===== config.mk =====
export PLATFORM = sky130hd
export DESIGN_NAME = csb_top
export DESIGN_NICKNAME = d
export VERILOG_FILES = /design/src/rtl/csb_pkg.sv /design/src/rtl/csb_frame_ctl.sv /design/src/rtl/csb_lane.sv /design/src/rtl/csb_store.sv /design/src/rtl/csb_top.sv
export SDC_FILE = /design/constraint.sdc
export NUM_CORES = 1
export LEC_CHECK = 0
export BUFFER_PORTS_ARGS = -buffer_cell sky130_fd_sc_hd__buf_2
export CAP_MARGIN = 20
export CORE_MARGIN = 1
export CORE_UTILIZATION = 35
export DETAILED_ROUTE_END_ITERATION = 10
export PLACE_DENSITY_LB_ADDON = 0.15
export SLEW_MARGIN = 15
export SYNTH_ARGS = -nofsm -noshare
export SYNTH_HDL_FRONTEND = slang
export SYNTH_SLANG_ARGS = --single-unit

===== constraint.sdc =====
create_clock -name clk -period 4 [get_ports clk]
set_input_delay 0.6 -clock clk [delete_from_list [all_inputs] [get_ports clk]]
set_output_delay 0.6 -clock clk [all_outputs]
set_load 0.05 [all_outputs]

===== src/rtl/csb_pkg.sv =====
package csb_pkg;

    localparam int FRAMES_PER_BLK = 192;
    localparam int BYTE_BITS      = 8;
    localparam int BUF_BYTES      = 32;
    localparam int NUM_LANES      = 4;

    localparam int ADDR_W   = $clog2(BUF_BYTES);
    localparam int FRAME_W  = $clog2(FRAMES_PER_BLK);
    localparam int BITPOS_W = $clog2(BYTE_BITS);

    // Byte counts per region
    localparam int USER_BYTES     = 4;
    localparam int CS_SHORT_BYTES = 8;
    localparam int AUX_BYTES      = 16;

    // Frame limits derived from byte counts
    localparam int USER_FRAMES     = USER_BYTES * BYTE_BITS;
    localparam int CS_SHORT_FRAMES = CS_SHORT_BYTES * BYTE_BITS;
    localparam int AUX_FRAMES      = AUX_BYTES * BYTE_BITS;

    // Region base addresses
    localparam int USER_BASE = 0;
    localparam int CSA_BASE  = 8;
    localparam int CSB_BASE  = 16;
    localparam int AUX_BASE  = 16;

    // Lane identifiers
    localparam int LANE_USER = 0;
    localparam int LANE_CSA  = 1;
    localparam int LANE_CSB  = 2;
    localparam int LANE_AUX  = 3;

    typedef enum logic [1:0] {
        BM_FULL_CS  = 2'd0,
        BM_CS_AUX   = 2'd1,
        BM_DUAL_CS  = 2'd2,
        BM_RESERVED = 2'd3
    } buf_mode_e;

    typedef struct packed {
        logic                 en;
        logic [ADDR_W-1:0]    addr;
        logic [BYTE_BITS-1:0] data;
    } wr_req_t;

    function automatic logic [ADDR_W-1:0] lane_base(input int lane);
        case (lane)
            LANE_USER: lane_base = ADDR_W'(USER_BASE);
            LANE_CSA:  lane_base = ADDR_W'(CSA_BASE);
            LANE_CSB:  lane_base = ADDR_W'(CSB_BASE);
            default:   lane_base = ADDR_W'(AUX_BASE);
        endcase
    endfunction

    function automatic logic [ADDR_W-1:0] fold_addr(input logic [ADDR_W-1:0] a,
                                                   input logic hide_upper);
        fold_addr = {a[ADDR_W-1] & ~hide_upper, a[ADDR_W-2:0]};
    endfunction

endpackage


===== src/rtl/csb_frame_ctl.sv =====
module csb_frame_ctl
    import csb_pkg::*;
#(
    parameter int FRAMES = FRAMES_PER_BLK
) (
    input  logic               clk,
    input  logic               rst,
    input  logic               sf_valid,
    input  logic               sf_second,
    input  logic               blk_start,
    input  logic [1:0]         mode_in,
    input  logic               sel_in,
    output logic [FRAME_W-1:0] frame_idx,
    output buf_mode_e          mode_eff,
    output logic               sel_eff,
    output logic               active,
    output logic               blk_clr,
    output logic               done
);

    localparam logic [FRAME_W-1:0] LAST_FRAME = FRAME_W'(FRAMES - 1);

    logic               armed_q;
    logic [FRAME_W-1:0] frame_q;
    buf_mode_e          mode_q;
    logic               sel_q;
    logic               done_q;
    logic               start;
    logic               close_sf;

    assign start    = sf_valid & ~sf_second & blk_start;
    assign close_sf = sf_valid & sf_second & armed_q;

    // Block start applies in the cycle it arrives
    assign frame_idx = start ? '0 : frame_q;
    assign mode_eff  = start ? buf_mode_e'(mode_in) : mode_q;
    assign sel_eff   = start ? sel_in : sel_q;
    assign active    = start | armed_q;
    assign blk_clr   = start;
    assign done      = done_q;

    always_ff @(posedge clk) begin
        if (rst) begin
            armed_q <= 1'b0;
            frame_q <= '0;
            mode_q  <= BM_FULL_CS;
            sel_q   <= 1'b0;
            done_q  <= 1'b0;
        end else begin
            done_q <= 1'b0;
            if (start) begin
                armed_q <= 1'b1;
                frame_q <= '0;
                mode_q  <= buf_mode_e'(mode_in);
                sel_q   <= sel_in;
            end else if (close_sf) begin
                if (frame_q == LAST_FRAME) begin
                    armed_q <= 1'b0;
                    frame_q <= '0;
                    done_q  <= (mode_q != BM_RESERVED);
                end else begin
                    frame_q <= frame_q + 1'b1;
                end
            end
        end
    end

    p_frame_in_range_r10: assert property (@(posedge clk) disable iff (rst)
        frame_q <= LAST_FRAME);

    p_done_single_r9: assert property (@(posedge clk) disable iff (rst)
        done |=> !done);

    p_done_after_second_r9: assert property (@(posedge clk) disable iff (rst)
        done |-> $past(sf_valid && sf_second));

    p_idle_counter_rest_r10: assert property (@(posedge clk) disable iff (rst)
        !armed_q |-> frame_q == '0);

endmodule


===== src/rtl/csb_lane.sv =====
module csb_lane
    import csb_pkg::*;
#(
    parameter logic [ADDR_W-1:0] BASE = '0
) (
    input  logic                      clk,
    input  logic                      rst,
    input  logic                      clr,
    input  logic                      take,
    input  logic                      bit_in,
    input  logic [BITPOS_W-1:0]       bit_pos,
    input  logic [FRAME_W-BITPOS_W-1:0] byte_idx,
    output wr_req_t                   wr
);

    localparam logic [BITPOS_W-1:0] TOP_POS = BITPOS_W'(BYTE_BITS - 1);

    // Holds the bits already received for the byte being assembled
    logic [BYTE_BITS-2:0] sr_q;

    always_ff @(posedge clk) begin
        if (rst) begin
            sr_q <= '0;
        end else if (take) begin
            sr_q <= {bit_in, sr_q[BYTE_BITS-2:1]};
        end else if (clr) begin
            sr_q <= '0;
        end
    end

    always_comb begin
        wr.en   = take && (bit_pos == TOP_POS);
        wr.addr = BASE + ADDR_W'(byte_idx);
        wr.data = {bit_in, sr_q};
    end

endmodule


===== src/rtl/csb_store.sv =====
module csb_store
    import csb_pkg::*;
(
    input  logic                          clk,
    input  logic                          rst,
    input  wr_req_t [NUM_LANES-1:0]       reqs,
    input  logic [ADDR_W-1:0]             rd_addr,
    input  logic                          hide_upper,
    output logic [BYTE_BITS-1:0]          rd_data
);

    logic [BYTE_BITS-1:0] mem_q [BUF_BYTES];

    always_ff @(posedge clk) begin
        if (rst) begin
            for (int i = 0; i < BUF_BYTES; i++) mem_q[i] <= '0;
        end else begin
            for (int i = 0; i < BUF_BYTES; i++) begin
                for (int l = 0; l < NUM_LANES; l++) begin
                    if (reqs[l].en && (reqs[l].addr == ADDR_W'(i)))
                        mem_q[i] <= reqs[l].data;
                end
            end
        end
    end

    assign rd_data = mem_q[fold_addr(rd_addr, hide_upper)];

    // Lanes never target the same byte in one cycle
    for (genvar a = 0; a < NUM_LANES; a++) begin : g_pair_a
        for (genvar b = a + 1; b < NUM_LANES; b++) begin : g_pair_b
            p_no_addr_clash_r5: assert property (@(posedge clk) disable iff (rst)
                (reqs[a].en && reqs[b].en) |-> (reqs[a].addr != reqs[b].addr));
        end
    end

    // The gap after the user bytes is never written
    for (genvar l = 0; l < NUM_LANES; l++) begin : g_gap
        p_gap_unwritten_r2: assert property (@(posedge clk) disable iff (rst)
            reqs[l].en |-> (reqs[l].addr < ADDR_W'(USER_BYTES) ||
                            reqs[l].addr >= ADDR_W'(CSA_BASE)));
    end

endmodule


===== src/rtl/csb_top.sv =====
module csb_top
    import csb_pkg::*;
(
    input  logic                 clk,
    input  logic                 rst,
    input  logic                 sf_valid,
    input  logic                 sf_second,
    input  logic                 blk_start,
    input  logic                 c_bit,
    input  logic                 u_bit,
    input  logic                 aux_bit,
    input  logic [1:0]           mode_sel,
    input  logic                 sub_sel,
    input  logic                 freq_cmp_en,
    input  logic [ADDR_W-1:0]    rd_addr,
    output logic [BYTE_BITS-1:0] rd_data,
    output logic                 blk_done
);

    localparam logic [FRAME_W-1:0] LIM_USER  = FRAME_W'(USER_FRAMES);
    localparam logic [FRAME_W-1:0] LIM_SHORT = FRAME_W'(CS_SHORT_FRAMES);
    localparam logic [FRAME_W-1:0] LIM_AUX   = FRAME_W'(AUX_FRAMES);
    localparam logic [FRAME_W-1:0] LIM_FULL  = FRAME_W'(FRAMES_PER_BLK - 1);

    logic [FRAME_W-1:0] frame_idx;
    buf_mode_e          mode_eff;
    logic               sel_eff;
    logic               active;
    logic               blk_clr;
    logic               primary;
    logic               live;
    logic               csa_in_range;
    logic [NUM_LANES-1:0] take;
    logic [NUM_LANES-1:0] lane_bit;
    wr_req_t [NUM_LANES-1:0] reqs;

    csb_frame_ctl #(.FRAMES(FRAMES_PER_BLK)) u_ctl (
        .clk       (clk),
        .rst       (rst),
        .sf_valid  (sf_valid),
        .sf_second (sf_second),
        .blk_start (blk_start),
        .mode_in   (mode_sel),
        .sel_in    (sub_sel),
        .frame_idx (frame_idx),
        .mode_eff  (mode_eff),
        .sel_eff   (sel_eff),
        .active    (active),
        .blk_clr   (blk_clr),
        .done      (blk_done)
    );

    always_comb begin
        primary = (mode_eff == BM_DUAL_CS) ? ~sf_second : (sf_second == sel_eff);
        live    = sf_valid & active & (mode_eff != BM_RESERVED);
        csa_in_range = (mode_eff == BM_FULL_CS) ? (frame_idx <= LIM_FULL)
                                                : (frame_idx < LIM_SHORT);

        take[LANE_USER] = live & primary & (frame_idx < LIM_USER);
        take[LANE_CSA]  = live & primary & csa_in_range;
        take[LANE_CSB]  = live & (mode_eff == BM_DUAL_CS) & sf_second
                               & (frame_idx < LIM_SHORT);
        take[LANE_AUX]  = live & (mode_eff == BM_CS_AUX) & primary
                               & (frame_idx < LIM_AUX);

        lane_bit[LANE_USER] = u_bit;
        lane_bit[LANE_CSA]  = c_bit;
        lane_bit[LANE_CSB]  = c_bit;
        lane_bit[LANE_AUX]  = aux_bit;
    end

    for (genvar l = 0; l < NUM_LANES; l++) begin : g_lane
        csb_lane #(.BASE(lane_base(l))) u_lane (
            .clk      (clk),
            .rst      (rst),
            .clr      (blk_clr),
            .take     (take[l]),
            .bit_in   (lane_bit[l]),
            .bit_pos  (frame_idx[BITPOS_W-1:0]),
            .byte_idx (frame_idx[FRAME_W-1:BITPOS_W]),
            .wr       (reqs[l])
        );
    end

    csb_store u_store (
        .clk        (clk),
        .rst        (rst),
        .reqs       (reqs),
        .rd_addr    (rd_addr),
        .hide_upper (freq_cmp_en),
        .rd_data    (rd_data)
    );

    p_reserved_quiet_r7: assert property (@(posedge clk) disable iff (rst)
        (mode_eff == BM_RESERVED) |-> !(reqs[0].en || reqs[1].en || reqs[2].en || reqs[3].en));

    p_second_lane_dual_r5: assert property (@(posedge clk) disable iff (rst)
        reqs[LANE_CSB].en |-> (mode_eff == BM_DUAL_CS && sf_second));

    p_aux_lane_layout_r4: assert property (@(posedge clk) disable iff (rst)
        reqs[LANE_AUX].en |-> (mode_eff == BM_CS_AUX));

    p_no_write_unarmed_r10: assert property (@(posedge clk) disable iff (rst)
        !active |-> !(reqs[0].en || reqs[1].en || reqs[2].en || reqs[3].en));

endmodule


==> impl_summary.txt <==
----------------------------------------------------
[Outcome]
  Outcome ... finished clean

[Timing]
  Sum of negative setup slack ... 0 ps
  Setup repair after global routing missed its margin ... no
  Setup violations, final ... 0
  Time the worst path needs with I/O delays and setup ... 3436 ps
  Max_slew headroom ... 20.44%
  Tightest Pin Transition ... 1192 ps
  Worst Clk Skew ... 18.81 ps
  Share of the cycle needed by the critical path after routing ... 85.89%
  Max-slew violation count ... 0
  Final hold slack ... 331.9 ps
  Highest clock rate ... 0.2911 GHz
  Number of hold violations in the final report ... 0

[Placed design]
  Buffers added on ports ... 25
  Half-perimeter wire length of the detailed placement result ... 38500 um
  Final Wtd Congestion ... 0.8793

[Clocking]
  Clock latency on the worst-skew pair ... 560 ps
  Root buf cell ... sky130_fd_sc_hd__clkbuf_16
  Clock H-tree levels ... 2
  TritonCTS sink count ... 297
  Clock edge transition at the registers on the reported setup and hold paths ... 60 ps
  Number of buffers added to fix hold violations after cts ... 0
  Post-CTS Setup Repair Bufs ... 0
  Post_cts resized ... 0
  Maximum number of buffers from clock root to sink ... 3
  TritonCTS clock tree ... built
  Number of buffers added by the clock tree synthesis step ... 36

[Detailed routing]
  Vias ... 12227
  Remaining antenna violation count ... 0
  First DRT Iteration DRCs ... 1399
  WL per Instance ... 27.92 um
  Overall routed net length ... 57630 um
  DR pass1 iterations ... 6
  Routed via count divided by cell count ... 5.924
  DRC violation count after routing ... 0

[Power and ir drop]
  Max rail drop VDD ... 0.2799 mV
  Total power per unit cell area ... 398.2 nW/um^2
  Leakage power figure ... 6.473 nW

[Synth]
  Distinct cell type count after synthesis ... 66
  Synthesized cell area ... 16390 um^2
  Syn Inst Count ... 1441
  Average cell area after synthesis ... 11.38 um^2
  Net count after synthesis ... 1460
  Number of enable-type register cells in the synthesized netlist ... 256
  FFs w/ async S/R, synth ... 0%
  Warnings, synthesis ... 0
  Primary FF master, synth ... sky130_fd_sc_hd__edfxtp_1
  Flip-flop and latch count after synthesis ... 297
  Seq/Total Area, Yosys ... 51.90%

[Final layout]
  Layout Area Growth over Synthesis ... 12.98%
  Post-layout nets ... 1457
  Share of cells above drive strength 1 ... 19.95%
  Filler instances ... 4315
  Number of diodes ... 0

[Setup path]
  Endpoint of the most critical register-to-register path ... u_store.mem_q[27][5]$_SDFFCE_PP0P_
  FF-to-FF setup slack ... 680 ps
  Signal arrival time at the worst endpoint ... 2840 ps
  Critical Path Sink Type ... output port
  Kind of critical path ... primary input to output port
  Largest fanout on the critical path ... 40
  Register-to-Register Path Depth ... 7
  Data required time at the worst endpoint ... 3400 ps
  Sort of element at the start of the critical path ... primary input
  Reg-to-reg startpoint ... u_ctl.frame_q[6]$_SDFFE_PP0P_

[Hold path]
  Hold Path Class ... primary input to register
  Worst min-delay path endpoint ... u_ctl.sel_q$_SDFF_PP0_
  Worst hold path depth ... 3
  Hold path startpoint ... sub_sel

[Global route]
  M1 GR Usage ... 34.56%
  Vias in the first global route ... 11929
  Met2 Resource Use GR ... 37.19%
  Total track usage ... 24.41%
  Most Crowded Layer GR ... met2
  Met3 global-route usage ... 4.704%
  Global route overflow ... 0
  Maximum number of pins on one net before global-route repair ... 108
  Global-route wire length before repair ... 84010 um
  Initial antenna violation count ... 1

[Floorplanning]
  I/O pin cnt ... 26
  Die outline area ... 47700 um^2
  Initial standard-cell utilization of the core ... 35.81%
  Die height ... 218.4 um
  Core footprint ... 45770 um^2
  Site row count ... 78
  Die width ... 218.4 um

[Job]
  Count of max-cap constraint violations ... 0

----------------------------------------------------
## how the worst max path moves through the flow
stage / slack (ps) / from / cells past startpoint / end
global placement: 290 / sf_second / 9 / u_store.mem_q[24][5]$_SDFFCE_PP0P_
finish: 560 / rd_addr[0] / 6 / rd_data[2]
CTS: 540 / rd_addr[0] / 6 / rd_data[5]
global route: 520 / rd_addr[0] / 6 / rd_data[2]
detailed placement: 310 / sf_second / 9 / u_store.mem_q[27][3]$_SDFFCE_PP0P_
floorplan: 370 / sf_valid / 13 / u_store.mem_q[10][0]$_SDFFCE_PN0P_
## power by group
group	internal [mW]	switching (mW)	total, mW
Sequential	3.47	0.0448	3.52
Combinational	0.213	0.351	0.564
Clock	1.93	1.36	3.29
## cells in the mapped netlist (9+ instances only)
cell type,number,share of area (%)
sky130_fd_sc_hd__edfxtp_1,256,47
sky130_fd_sc_hd__nor2_1,230,5.3
sky130_fd_sc_hd__nand2_1,108,2.5
sky130_fd_sc_hd__clkbuf_1,103,2.4
sky130_fd_sc_hd__mux2i_1,92,5.6
sky130_fd_sc_hd__mux4_2,80,11
sky130_fd_sc_hd__a21oi_1,61,1.9
sky130_fd_sc_hd__a211oi_1,57,2.6
sky130_fd_sc_hd__nor3_1,54,1.6
sky130_fd_sc_hd__o21ai_0,42,1.3
sky130_fd_sc_hd__dfxtp_1,41,5.0
sky130_fd_sc_hd__nand3_1,35,1.1
sky130_fd_sc_hd__a21o_1,33,1.5
sky130_fd_sc_hd__mux2_2,29,2.0
sky130_fd_sc_hd__buf_2,17,0.52
sky130_fd_sc_hd__buf_1,16,0.37
sky130_fd_sc_hd__inv_1,16,0.37
sky130_fd_sc_hd__or3_1,13,0.50
sky130_fd_sc_hd__nand2b_1,11,0.42
sky130_fd_sc_hd__o22ai_1,11,0.42
sky130_fd_sc_hd__a22oi_1,10,0.46
sky130_fd_sc_hd__a31oi_1,9,0.34
sky130_fd_sc_hd__nand3b_1,9,0.41
## cell usage in the layout (no fill, tap or decap), types with 4 or more instances in the layout
| master | instances |
|---|---|
| sky130_fd_sc_hd__edfxtp_1 | 256 |
| sky130_fd_sc_hd__a22oi_1 | 10 |
| sky130_fd_sc_hd__dfxtp_1 | 41 |
| sky130_fd_sc_hd__nand3b_1 | 9 |
| sky130_fd_sc_hd__or3b_2 | 6 |
| sky130_fd_sc_hd__o21ai_0 | 42 |
| sky130_fd_sc_hd__buf_12 | 5 |
| sky130_fd_sc_hd__mux2i_1 | 92 |
| sky130_fd_sc_hd__clkbuf_1 | 8 |
| sky130_fd_sc_hd__and3_1 | 4 |
| sky130_fd_sc_hd__or3_1 | 13 |
| sky130_fd_sc_hd__o22ai_1 | 11 |
| sky130_fd_sc_hd__nand2b_1 | 11 |
| sky130_fd_sc_hd__a211o_1 | 4 |
| sky130_fd_sc_hd__a31oi_1 | 9 |
| sky130_fd_sc_hd__or2_2 | 5 |
| sky130_fd_sc_hd__a211oi_1 | 57 |
| sky130_fd_sc_hd__or4_1 | 4 |
| sky130_fd_sc_hd__xnor2_1 | 5 |
| sky130_fd_sc_hd__nand2_1 | 108 |
| sky130_fd_sc_hd__o21bai_1 | 7 |
| sky130_fd_sc_hd__o22a_1 | 7 |
| sky130_fd_sc_hd__mux4_2 | 80 |
| sky130_fd_sc_hd__nand4_1 | 6 |
| sky130_fd_sc_hd__a21o_1 | 33 |
| sky130_fd_sc_hd__buf_4 | 68 |
| sky130_fd_sc_hd__inv_1 | 16 |
| sky130_fd_sc_hd__clkbuf_16 | 38 |
| sky130_fd_sc_hd__clkinv_1 | 4 |
| sky130_fd_sc_hd__a21oi_1 | 61 |
| sky130_fd_sc_hd__clkinv_2 | 5 |
| sky130_fd_sc_hd__nand3_1 | 35 |
| sky130_fd_sc_hd__nor3_1 | 54 |
| sky130_fd_sc_hd__nor2_1 | 230 |
| sky130_fd_sc_hd__buf_2 | 23 |
| sky130_fd_sc_hd__mux2_2 | 29 |
| sky130_fd_sc_hd__a222oi_1 | 7 |
## state kept, by name (all words and copies together), names as in the netlist
name	flops
u_ctl.sel_q	1
u_ctl.done	1
u_ctl.armed_q	1
g_lane.u_lane.sr_q	28
u_ctl.mode_q	2
u_ctl.frame_q	8
u_store.mem_q	256
## final cells by class
type / instances / area, um^2 / share of cell area (%)
sequential: 297 / 8508 / 45.94
multi-input combinational: 989 / 7268 / 39.25
clock buffer: 49 / 1022 / 5.520
timing repair buffer: 98 / 752.0 / 4.061
tap: 600 / 750.7 / 4.054
clock inverter: 15 / 157.7 / 0.8513
inverter: 16 / 60.06 / 0.3243
## critical path, stage by stage
cell                     delay (ps)
sky130_fd_sc_hd__buf_4          200
sky130_fd_sc_hd__buf_12         330
sky130_fd_sc_hd__mux4_2         590
sky130_fd_sc_hd__mux4_2         520
sky130_fd_sc_hd__mux2_2         300
sky130_fd_sc_hd__buf_2          220
## metrics by stage
stage / worst slack (ps) / total power, mW / cells / instance area (um^2) / util [%]
finish: 564.4 / 7.374 / 2064 / 18520 / 40.46
global route: 515.9 / 7.563 / 2064 / 18520 / 40.46
floorplan: 368.1 / 3.934 / 1441 / 16390 / -
global placement: 292.3 / 4.143 / 1999 / 17320 / 37.85
CTS: 540.9 / 7.419 / 2064 / 18520 / 40.46
detailed placement: 308.4 / 4.148 / 2000 / 17340 / 37.88
## routing by layer
metal,vias to the layer above,routed length [um]
met3,107,4428
met1,6183,25580
li1,5403,-
met2,534,25820
met5,-,0
met4,0,1801
## cell families after synthesis
group / count (synthesis) / share of synthesized area [%]
mux: 201 / 18.60
compound gates: 263 / 10.66
simple gates: 516 / 14.52
xor+xnor: 7 / 0.3740
flops: 297 / 51.90
fa+ha+maj: 2 / 0.1526
buf+inv: 155 / 3.794
No activity file was read; power rests on OpenSTA's default activity.
